### src/rtl/card_rst_pkg.sv
package card_rst_pkg;
  typedef enum logic [1:0] {
    SRC_NONE = 2'd0,
    SRC_HOST = 2'd1,
    SRC_PWR  = 2'd2
  } rst_src_e;
endpackage

### src/rtl/host_rst_filter.sv
module host_rst_filter #(
  parameter int SYNC_STAGES = 2,
  parameter int FILT_CYC    = 2
) (
  input  logic clk_i,
  input  logic rst_ni,
  input  logic host_rst_ni,
  output logic filt_lo_o,
  output logic start_o
);
  localparam int CW = $clog2(FILT_CYC + 1);
  localparam logic [CW-1:0] FMAX = CW'(FILT_CYC);

  logic [SYNC_STAGES-1:0] sync_q;
  logic [CW-1:0] lo_cnt_q;
  logic filt_q, start_q, filt_d;
  logic host_s;

  generate
    if (SYNC_STAGES == 1) begin : g_sync1
      always_ff @(posedge clk_i or negedge rst_ni)
        if (!rst_ni) sync_q <= '1;
        else         sync_q <= host_rst_ni;
    end else begin : g_syncn
      always_ff @(posedge clk_i or negedge rst_ni)
        if (!rst_ni) sync_q <= '1;
        else         sync_q <= {sync_q[SYNC_STAGES-2:0], host_rst_ni};
    end
  endgenerate

  assign host_s = sync_q[SYNC_STAGES-1];
  assign filt_d = !host_s && (lo_cnt_q >= FMAX - 1'b1);

  always_ff @(posedge clk_i or negedge rst_ni) begin
    if (!rst_ni) begin
      lo_cnt_q <= '0;
      filt_q   <= 1'b0;
      start_q  <= 1'b0;
    end else begin
      if (host_s)              lo_cnt_q <= '0;
      else if (lo_cnt_q != FMAX) lo_cnt_q <= lo_cnt_q + 1'b1;
      filt_q  <= filt_d;
      start_q <= filt_d & ~filt_q;
    end
  end

  assign filt_lo_o = filt_q;
  assign start_o   = start_q;


  filt_needs_low_chk: assert property (@(posedge clk_i) disable iff (!rst_ni)
    filt_q |-> $past(!host_s));

  start_single_chk: assert property (@(posedge clk_i) disable iff (!rst_ni)
    start_q |=> !start_q);
endmodule

### src/rtl/rst_stretch_timer.sv
module rst_stretch_timer #(
  parameter int STRETCH_CYC = 1000
) (
  input  logic clk_i,
  input  logic rst_ni,
  input  logic start_i,
  input  logic host_hold_i,
  input  logic pwr_hold_i,
  output logic expired_o,
  output card_rst_pkg::rst_src_e src_o
);
  import card_rst_pkg::*;
  localparam int TW = $clog2(STRETCH_CYC + 1);
  localparam logic [TW-1:0] TLOAD = TW'(STRETCH_CYC);

  logic [TW-1:0] cnt_q;

  always_ff @(posedge clk_i or negedge rst_ni) begin
    if (!rst_ni)             cnt_q <= TLOAD;
    else if (pwr_hold_i)     cnt_q <= TLOAD;
    else if (start_i)        cnt_q <= TLOAD;
    else if (cnt_q != '0)    cnt_q <= cnt_q - 1'b1;
  end

  assign expired_o = (cnt_q == '0);

  always_comb begin
    if (pwr_hold_i)                     src_o = SRC_PWR;
    else if (host_hold_i || !expired_o) src_o = SRC_HOST;
    else                                src_o = SRC_NONE;
  end


  pwr_reload_chk: assert property (@(posedge clk_i) disable iff (!rst_ni)
    pwr_hold_i |=> !expired_o);
endmodule

### src/rtl/card_reset_gen.sv
module card_reset_gen #(
  parameter int SYNC_STAGES = 2,
  parameter int FILT_CYC    = 2,
  parameter int STRETCH_CYC = 1000
) (
  input  logic clk_i,
  input  logic rst_ni,
  input  logic host_rst_ni,
  input  logic card_lo_ok_i,
  input  logic card_hi_ok_i,
  input  logic ctrl_rst_req_i,
  output logic local_rst_no,
  output logic local_rst_o,
  output logic sig_valid_no
);
  import card_rst_pkg::*;

  logic filt_lo, start, expired, pwr_hold, card_ok;
  rst_src_e src;
  logic rst_n_q, rst_q, sv_n_q;

  assign card_ok  = card_lo_ok_i & card_hi_ok_i;
  assign pwr_hold = ~card_ok | ctrl_rst_req_i;

  host_rst_filter #(.SYNC_STAGES(SYNC_STAGES), .FILT_CYC(FILT_CYC)) u_filt (
    .clk_i(clk_i), .rst_ni(rst_ni), .host_rst_ni(host_rst_ni),
    .filt_lo_o(filt_lo), .start_o(start)
  );

  rst_stretch_timer #(.STRETCH_CYC(STRETCH_CYC)) u_tmr (
    .clk_i(clk_i), .rst_ni(rst_ni), .start_i(start), .host_hold_i(filt_lo),
    .pwr_hold_i(pwr_hold), .expired_o(expired), .src_o(src)
  );

  always_ff @(posedge clk_i or negedge rst_ni) begin
    if (!rst_ni) begin
      rst_n_q <= 1'b0;
      rst_q   <= 1'b1;
      sv_n_q  <= 1'b1;
    end else begin
      rst_n_q <= (src == SRC_NONE);
      rst_q   <= (src != SRC_NONE);
      sv_n_q  <= ~(card_ok & ~ctrl_rst_req_i & expired);
    end
  end

  assign local_rst_no = rst_n_q;
  assign local_rst_o  = rst_q;
  assign sig_valid_no = sv_n_q;


  pol_mirror_chk: assert property (@(posedge clk_i) disable iff (!rst_ni)
    local_rst_o != local_rst_no);

  req_forces_rst_chk: assert property (@(posedge clk_i) disable iff (!rst_ni)
    ctrl_rst_req_i |=> !local_rst_no);

  valid_needs_pwr_chk: assert property (@(posedge clk_i) disable iff (!rst_ni)
    !sig_valid_no |-> $past(card_ok && !ctrl_rst_req_i));

  timer_holds_rst_chk: assert property (@(posedge clk_i) disable iff (!rst_ni)
    !expired |=> !local_rst_no);
endmodule

### config.mk
export PLATFORM = sky130hd
export DESIGN_NAME = card_reset_gen
export DESIGN_NICKNAME = d
export VERILOG_FILES = /design/src/rtl/card_rst_pkg.sv /design/src/rtl/host_rst_filter.sv /design/src/rtl/rst_stretch_timer.sv /design/src/rtl/card_reset_gen.sv
export SDC_FILE = /design/constraint.sdc
export NUM_CORES = 1
export LEC_CHECK = 0
export BUFFER_PORTS_ARGS = -buffer_cell sky130_fd_sc_hd__buf_2
export CAP_MARGIN = 20
export CORE_ASPECT_RATIO = 0.8
export CORE_MARGIN = 3
export CORE_UTILIZATION = 35
export DETAILED_ROUTE_END_ITERATION = 7
export PLACE_DENSITY = 0.6
export SYNTH_ARGS = -nofsm -noshare
export SYNTH_HDL_FRONTEND = slang
export SYNTH_HIERARCHICAL = 1
export SYNTH_SLANG_ARGS = --single-unit
### constraint.sdc
create_clock -name clk_i -period 2.3 [get_ports clk_i]
set_clock_uncertainty 0.2 [all_clocks]
set_input_delay 0.23 -clock clk_i [delete_from_list [all_inputs] [get_ports clk_i]]
set_output_delay 0.23 -clock clk_i [all_outputs]
set_load 0.02 [all_outputs]
==> results of run 1 <==
final timing paths:
path	slack, ns	depth (start not counted)	startpoint	endpoint
max	0.35	6	u_tmr/cnt_q[0]	local_rst_o
min	0.17	0	u_filt/sync_q[0]	u_filt/sync_q[1]
max reg2reg	0.35	6	u_tmr/cnt_q[0]	local_rst_o
min reg2reg	0.17	0	u_filt/sync_q[0]	u_filt/sync_q[1]
max in group asynchronous	1.38	2	rst_ni	u_tmr/cnt_q[6]
min in group asynchronous	0.18	2	rst_ni	u_tmr/cnt_q[2]
Yosys cell counts, types with 2 or more instances:
cell	n	area, um2
a211o_1	2	17.5
a21oi_1	5	25.0
dfrtp_1	9	225
dfstp_2	10	263
ha_1	3	37.5
inv_1	6	22.5
mux2i_1	2	20.0
nand2_1	3	11.3
nor2_1	8	30.0
nor3_1	5	25.0
nor4_1	2	12.5
o21ai_0	2	10.0
o31ai_1	2	15.0
or3_1	3	18.8
stage by stage:
step                      util (%)  power [uW]  hold slack (ns)  setup slack (ns)
after detailed placement      40.0         550         -0.00823             0.357
after global routing          43.1         769            0.175             0.207
after floorplan                  -         505           -0.266             0.500
after global placement        40.0         537          -0.0127             0.416
after CTS                     43.1         727            0.166             0.331
final                         43.1         715            0.166             0.345
layout make-up:
type / count / area, um2
tap: 36 / 45.0
clock buffer: 4 / 26.3
timing repair buffer: 13 / 90.1
inverter: 6 / 22.5
sequential: 19 / 488
multi-input combinational: 58 / 405
fill: 242 / 1430
cells by family (layout without fill, tap and decap cells):
kind of cell | Yosys count | in the layout | synth area share [%]
buf+inv | 9 | 23 | 4.93
flops | 19 | 19 | 51.9
mux | 2 | 2 | 2.13
simple gates | 32 | 32 | 21.0
xor+xnor | 1 | 1 | 0.932
compound gates | 20 | 20 | 15.0
fa+ha+maj | 3 | 3 | 4.00
flip-flops by register name, summed over array words and instances (netlist names):
name / flops
local_rst_no: 1
local_rst_o: 1
sig_valid_no: 1
u_filt/filt_lo_o: 1
u_filt/lo_cnt_q: 2
u_filt/start_o: 1
u_filt/sync_q: 2
u_tmr/cnt_q: 10
routing by layer:
layer | vias to the layer above | routed length [um] | GRT usage, % | share of wire, %
met1 | 361 | 934 | 16.3 | 49
met4 | 0 | 0 | 2.15 | 0
met2 | 16 | 881 | 20.6 | 46
met3 | 0 | 100 | 4.51 | 5.2
met5 | - | 0 | 0 | 0
li1 | 341 | - | - | -
power by group through the flow:
| stage | Sequential (uW) | Clock, uW | Combinational, uW |
|---|---|---|---|
| 2_1_floorplan | 400 | 0 | 105 |
| 3_3_place_gp | 403 | 0 | 134 |
| 3_5_place_dp | 405 | 0 | 145 |
| 4_1_cts | 399 | 175 | 152 |
| 5_1_grt | 404 | 194 | 172 |
| 6_report | 399 | 165 | 151 |
==> reports/metrics.cfg, run 1 <==
[final_layout]
drive_above_1_share_pct = 27.0
insertedDiodeCount = 0
stdcell_count = 136
area_growth_pct = 14.6
final_cell_mix = 10 x dfstp_2, 9 x dfrtp_1, 8 x nor2_1, 8 x buf_2, 6 x inv_1
design_area_um2 = 1080
final_common_cell = dfstp_2
nets = 110

[global_routing]
grt_usage_pct = 12.6
grt_first_pass_wirelength_mm = 3.23
antenna_found_initial = 0
grt_pass1_vias = 725
grt-ovfl-total = 0
grt_max_degree = 20

[pwr]
p_sw_share_pct = 29.4
p_switching_uw = 210
ir_drop_mv = 0.307
pwr-share-seq_pct = 55.8
cell_internal_pwr_uw = 505
p_leak_uw = 0.000443
power.density_nw_per_um2 = 664
pwr-share-clk_pct = 23.0
pwr-share-comb_pct = 21.2

[logic_synthesis]
syn_area_um2 = 940
synthCells = 86
ys_types = 38
syn_nets = 95
yosysSeqAreaShare_pct = 51.9
synth_top_flop_cell = dfstp_2
synth_seq_cells = 19
syn_area_per_cell_um2 = 10.9
synth-edff-count = 0
synthArstFlopShare_pct = 100
synth-warning-count = 6

[setup_path]
crit_chain = inv_1 -> ha_1 -> or2b_2 -> nor4_2 -> a21oi_1 -> or2_1
path_delay_family = simple AND/OR/NAND/NOR gates
worstPathRequired_ns = 2.34
cp-end-kind = flip-flop
cp_slowest_stage_delay_ns = 0.42
crit_buf_inv = 1
cp.arrival_ns = 1.99
crit_path_start_kind = flip-flop
cp_max_fo = 6
crit_type = flip-flop to flip-flop
critical-path-slowest-cell = dfrtp_1

[placement]
dp.cells = 127
dpl_cell_area_um2 = 1000
port_buffers = 8
routabilityCongestion = 0.853

[run]
cap_viol_max_count = 0

[sta]
fin_crit_sh_pct = 85.0
slew_violations = 0
finalHoldViolCount = 0
worstMarginPinSlew_ns = 0.622
rsz0062_at_grt = no
slew-limit-headroom_pct = 58.2
fmax_ghz = 0.512
tns_ns = 0
setup_viol_count_final = 0
finalCriticalPeriod_ns = 1.95

[die]
ios = 9
die_w_um = 63.9
die_h_um = 52.3
start_util_pct = 37.5
rows = 16
core-area_um2 = 2500
die_area_um2 = 3350

[detailed_routing]
dr.pass1.iters = 4
vias = 718
vias_per_cell = 5.28
wl_per_cell_um = 14.1
finalWirelength_mm = 1.92
drc = 0
drt_iter0_drc = 27
ant_nets = 0

[clocking]
tritoncts = yes
insertion_delay_ns = 0.30
clk_path_buf_depth = 2
cts_hold_buf = 5
cts_buffers = 3
post_cts_buffers = 0
clk_pin_slew_ns = 0.10
ctsResizeCount = 0
clock_sinks = 19
cts_max_level = 1
root_buffer = clkbuf_4

[outcome]
status = finished clean

[hold_path]
hp-class = flip-flop to flip-flop

Note: power is estimated with default switching activity, not from simulation.
==> run 2, diff against run 1 <==
clock period = 1.8 ns   (was 2.3 ns; I/O delays follow)
==> reports/metrics.cfg, run 2 (synthesis gave the netlist of run 1 again) <==
[final_layout]
top_register = u_tmr/cnt_q
final_cell_mix = 10 x dfstp_2, 9 x dfrtp_1, 9 x buf_4, 8 x nor2_1, 8 x buf_2
largest_reg_flops = 10  ; unchanged
multi_input_area_um2 = 444  ; +9.6%
insertedDiodeCount = 0  ; unchanged
drive_above_1_share_pct = 38.5  ; +12 points
nets = 119  ; +8.2%
seq_area_um2 = 488  ; unchanged
design_area_um2 = 1180  ; +9.9%
final_common_cell = dfstp_2
area_growth_pct = 26.0
fill_cells = 227  ; -6.2%
reg_top3 = u_tmr/cnt_q (10), u_filt/lo_cnt_q (2), u_filt/sync_q (2)

[die]
die_area_um2 = 3350  ; unchanged
die_h_um = 52.3  ; unchanged
rows = 16  ; unchanged
die_w_um = 63.9  ; unchanged
core-area_um2 = 2500  ; unchanged
ios = 9  ; unchanged
start_util_pct = 37.5  ; unchanged

[sta]
fin_crit_sh_pct = 96.8  ; +12 points
finalCriticalPeriod_ns = 1.74  ; -0.213 ns
fmax_ghz = 0.574  ; +12%
rsz0062_at_grt = yes
whs_ns = 0.141  ; -0.0252 ns
slew_violations = 0  ; unchanged
slew-limit-headroom_pct = 71.6  ; +13 points
fin_ws_ns = 0.0580  ; -0.287 ns
finalHoldViolCount = 0  ; unchanged
worstMarginPinSlew_ns = 0.426  ; -0.196 ns
setup_viol_count_final = 0  ; unchanged

[setup_path]
crit_chain = buf_4 -> or3_1 -> a311oi_1 -> a211o_1
rr_endpoint = u_tmr/cnt_q[3]
path_delay_family = simple AND/OR/NAND/NOR gates
cp_slowest_stage_delay_ns = 0.48  ; +0.06 ns
crit_buf_inv = 1  ; unchanged
cp_max_fo = 5  ; -1
crit_type = flip-flop to flip-flop
r2r_slack_ns = 0.06  ; -0.29 ns
reg2reg_depth = 4  ; -2
cp.arrival_ns = 1.78  ; -0.21 ns
cp-end-kind = flip-flop
critical-path-slowest-cell = or3_1
worstPathRequired_ns = 1.84  ; -0.50 ns
crit_path_start_kind = flip-flop
r2r-start = u_tmr/cnt_q[0]

[pwr]
p_total_uw = 954  ; +33%
power.density_nw_per_um2 = 806  ; +21%
p_leak_uw = 0.000500  ; +13%
ir_drop_mv = 0.438  ; +42%

[placement]
place_ws_ns = 0.0313  ; -0.325 ns
port_buffers = 8  ; unchanged
dpl_cell_area_um2 = 1050  ; +5.4%
routabilityCongestion = 0.809  ; -5.2%
dp_hpwl_mm = 1.36

[global_routing]
antenna_found_initial = 0  ; unchanged
grt_max_degree = 20  ; unchanged
grt_pass1_vias = 711  ; -1.9%
grt_first_pass_wirelength_mm = 3.31  ; +2.6%
grt-ovfl-total = 0  ; unchanged
grt_usage_pct = 13.2  ; +0.55 points

[outcome]
status = finished clean

[clocking]
clk_pin_slew_ns = 0.11  ; about the same
cts_buffers = 3  ; unchanged
insertion_delay_ns = 0.30  ; about the same
tritoncts = yes
cts_max_level = 1  ; unchanged
clock_sinks = 19  ; unchanged
root_buffer = clkbuf_4
clk_path_buf_depth = 2  ; unchanged

[hold_path]
hp-class = input pin to asynchronous set/reset pin

[detailed_routing]
ant_nets = 0  ; unchanged
drt_iter0_drc = 27  ; unchanged
drc = 0  ; unchanged
wl_per_cell_um = 13.9  ; -1.4%
vias = 754  ; +5.0%
finalWirelength_mm = 2.01  ; +5.1%
dr.pass1.iters = 4  ; unchanged
vias_per_cell = 5.20  ; -1.5%

[run]
cap_viol_max_count = 0  ; unchanged

[run 2: layout make-up]
| class | count | share of cell area [%] |
|---|---|---|
| inverters | 6 | 1.90 |
| well taps | 36 | 3.81 |
| repair buffers | 22 | 13.3 |
| flip-flops and latches | 19 | 41.2 |
| clock buffers | 4 | 2.22 |
| multi-input cells | 58 | 37.5 |
[run 2: repair_timing]
item                                    4_1_cts  5_1_grt
setup buffers                                 0        3
hold buffers                                  5        0
resized for setup                             0       10
hold endpoints to repair                     21        0
endpoints found under the setup margin        0        8
[run 2: how the worst max path moves through the flow]
stage                                end  cells after the start  slack, ns      startpoint
after floorplan              local_rst_o                      6       0.04  u_tmr/cnt_q[0]
final                     u_tmr/cnt_q[3]                      4       0.06  u_tmr/cnt_q[0]
after global routing      u_tmr/cnt_q[8]                      6      -0.03  u_tmr/cnt_q[0]
after detailed placement  u_tmr/cnt_q[8]                      6       0.03  u_tmr/cnt_q[0]
after global placement    u_tmr/cnt_q[7]                      4       0.06  u_tmr/cnt_q[5]
after CTS                 u_tmr/cnt_q[8]                      6       0.02  u_tmr/cnt_q[0]
[run 2: stage by stage]
step,std cells,util (%),setup TNS [ns]
floorplan,86,-,0
global placement,133,42.2,0
detailed placement,133,42.2,0
CTS,142,45.2,0
global route,145,47.3,-0.0384
finish,145,47.3,0
[run 2: metal layers]
layer	vias to the layer above	GRT usage, %	share of wire [%]
met3	2	5.15	4.7
met2	27	18.2	44
met1	364	18.3	51
met4	0	5.02	0.35
li1	361	-	-
met5	-	0	0
[run 2: power breakdown]
group	switching (uW)	internal (uW)	total, uW
clock network	127	86.3	214
logic	125	106	230
registers	32.7	478	510
total	285	670	954
==> run 3, diff against run 2 <==
REMOVE_ABC_BUFFERS = 1   (was unset)
==> reports/metrics.cfg, run 3 (synthesis gave the netlist of run 1 again) <==
[final_layout]
area_growth_pct = 22.5
multi_input_area_um2 = 427  ; -3.9%
stdcell_count = 143  ; -1.4%
drive_above_1_share_pct = 33.6  ; -4.9 points
insertedDiodeCount = 0  ; unchanged
top_register = u_tmr/cnt_q
nets = 117  ; -1.7%
seq_area_um2 = 488  ; unchanged
fill_cells = 238  ; +4.8%
final_common_cell = dfstp_2
reg_top3 = u_tmr/cnt_q (10), u_filt/lo_cnt_q (2), u_filt/sync_q (2)
largest_reg_flops = 10  ; unchanged
design_area_um2 = 1150  ; -2.7%
final_cell_mix = 10 x dfstp_2, 9 x dfrtp_1, 8 x nor2_1, 8 x buf_2, 7 x buf_4
final_util_pct = 46.0  ; -1.3 points

[global_routing]
grt-ovfl-total = 0  ; unchanged
grt_usage_pct = 12.5  ; -0.71 points
grt_first_pass_wirelength_mm = 3.19  ; -3.6%
grt_max_degree = 20  ; unchanged
antenna_found_initial = 0  ; unchanged
grt_pass1_vias = 655  ; -7.9%

[setup_path]
r2r_slack_ns = 0.08  ; +0.02 ns
cp.arrival_ns = 1.78  ; about the same
cp_slowest_stage_delay_ns = 0.53  ; +0.05 ns
worst-path-stages = 5  ; +1
critical-path-slowest-cell = dlygate4sd3_1
crit_end = u_tmr/cnt_q[6]
cp-end-kind = flip-flop
r2r-start = u_tmr/cnt_q[4]
crit_type = input pin to flip-flop
worstPathRequired_ns = 1.82  ; -0.02 ns
cp_max_fo = 8  ; +3
crit_start = ctrl_rst_req_i
crit_buf_inv = 2  ; +1
rr_endpoint = u_tmr/cnt_q[1]
crit_path_start_kind = input pin
path_delay_family = buffers and inverters
crit_chain = dlygate4sd3_1 -> buf_2 -> nand3b_1 -> or2_2 -> a211o_1
reg2reg_depth = 4  ; unchanged

[detailed_routing]
dr.pass1.iters = 4  ; unchanged
ant_nets = 0  ; unchanged
finalWirelength_mm = 1.86  ; -7.8%
drc = 0  ; unchanged
route.met3.wl_um = 88  ; -6.4%
drt_iter0_drc = 29  ; +7.4%
vias_per_cell = 5.19  ; -0.22%
wl_per_cell_um = 13.0  ; -6.5%
vias = 742  ; -1.6%
m1WireLength_um = 905  ; -11%
met2WireLength_um = 854  ; -4.3%
dr.max_layer_used = met4

[placement]
port_buffers = 8  ; unchanged
dp_hpwl_mm = 1.37  ; +0.58%
dpl_cell_area_um2 = 1050  ; -0.12%
dp.cells = 134  ; +0.75%
routabilityCongestion = 0.889  ; +9.9%

[outcome]
status = finished clean

[sta]
finalCriticalPeriod_ns = 1.76  ; +0.0164 ns
slew-limit-headroom_pct = 72.5  ; +0.91 points
rsz0062_at_grt = yes
worstMarginPinSlew_ns = 0.412  ; -0.0136 ns
slew_violations = 0  ; unchanged
fmax_ghz = 0.569  ; -0.93%
finalHoldViolCount = 0  ; unchanged
setup_viol_count_final = 0  ; unchanged
fin_crit_sh_pct = 97.7  ; +0.91 points

[clocking]
cts_max_level = 1  ; unchanged
clk_pin_slew_ns = 0.11  ; about the same
cts_buffers = 3  ; unchanged
tritoncts = yes
post_cts_buffers = 0  ; unchanged
root_buffer = clkbuf_4
insertion_delay_ns = 0.30  ; about the same
clk_path_buf_depth = 2  ; unchanged
clock_sinks = 19  ; unchanged

[die]
start_util_pct = 37.5  ; unchanged
rows = 16  ; unchanged
die_w_um = 63.9  ; unchanged
core-area_um2 = 2500  ; unchanged
die_area_um2 = 3350  ; unchanged
die_h_um = 52.3  ; unchanged
ios = 9  ; unchanged

[pwr]
ir_drop_mv = 0.380  ; -13%
p_leak_uw = 0.000481  ; -3.8%
p_total_uw = 937  ; -1.8%
power.density_nw_per_um2 = 814  ; +0.99%

[hold_path]
hp-class = input pin to asynchronous set/reset pin

[run]
cap_viol_max_count = 0  ; unchanged

-- run 3: cell types whose count changed in the layout (fill, tap and decap cells not counted), sizes merged --
cell  before  now
buf       17   15
-- run 3: area by class of cell --
class	count	share of cell area, %
flip-flops and latches	19	42.4
inverters	6	1.96
repair buffers	20	12.4
clock buffers	4	2.28
well taps	36	3.91
multi-input cells	58	37.1
-- run 3: metal layers --
layer,vias up,GRT usage [%]
li1,358,-
met1,363,18.0
met2,19,18.4
met3,2,3.22
met4,0,3.23
met5,-,0
-- run 3: stage by stage --
step	worst slack, ns	hold WS (ns)	setup TNS (ns)
2_1_floorplan	-0.000265	-0.316	-0.000265
3_3_place_gp	0.0581	-0.0642	0
3_5_place_dp	-0.0167	-0.0596	-0.0167
4_1_cts	0.0309	0.155	0
5_1_grt	-0.0219	0.173	-0.0219
6_report	0.0417	0.138	0
-- run 3: timing repair --
action	CTS	global route
resized for setup	1	4
setup endpoints to repair	1	5
hold endpoints to repair	21	0
hold buffers	5	0
-- run 3: power by group --
part	switching [uW]	leakage, uW	total, uW	internal (uW)
registers	31.4	0.000226	509	478
clock network	127	0.0000150	213	86.3
logic	115	0.000240	215	100
-- run 3: how the worst min path moves through the flow --
| stage | slack (ns) | from | end |
|---|---|---|---|
| 3_3_place_gp | -0.06 | rst_ni | local_rst_no |
| 5_1_grt | 0.17 | rst_ni | u_tmr/cnt_q[1] |
| 4_1_cts | 0.16 | rst_ni | local_rst_no |
| 3_5_place_dp | -0.06 | rst_ni | u_tmr/cnt_q[1] |
| 6_report | 0.14 | rst_ni | u_tmr/cnt_q[1] |
| 2_1_floorplan | -0.32 | rst_ni | local_rst_no |
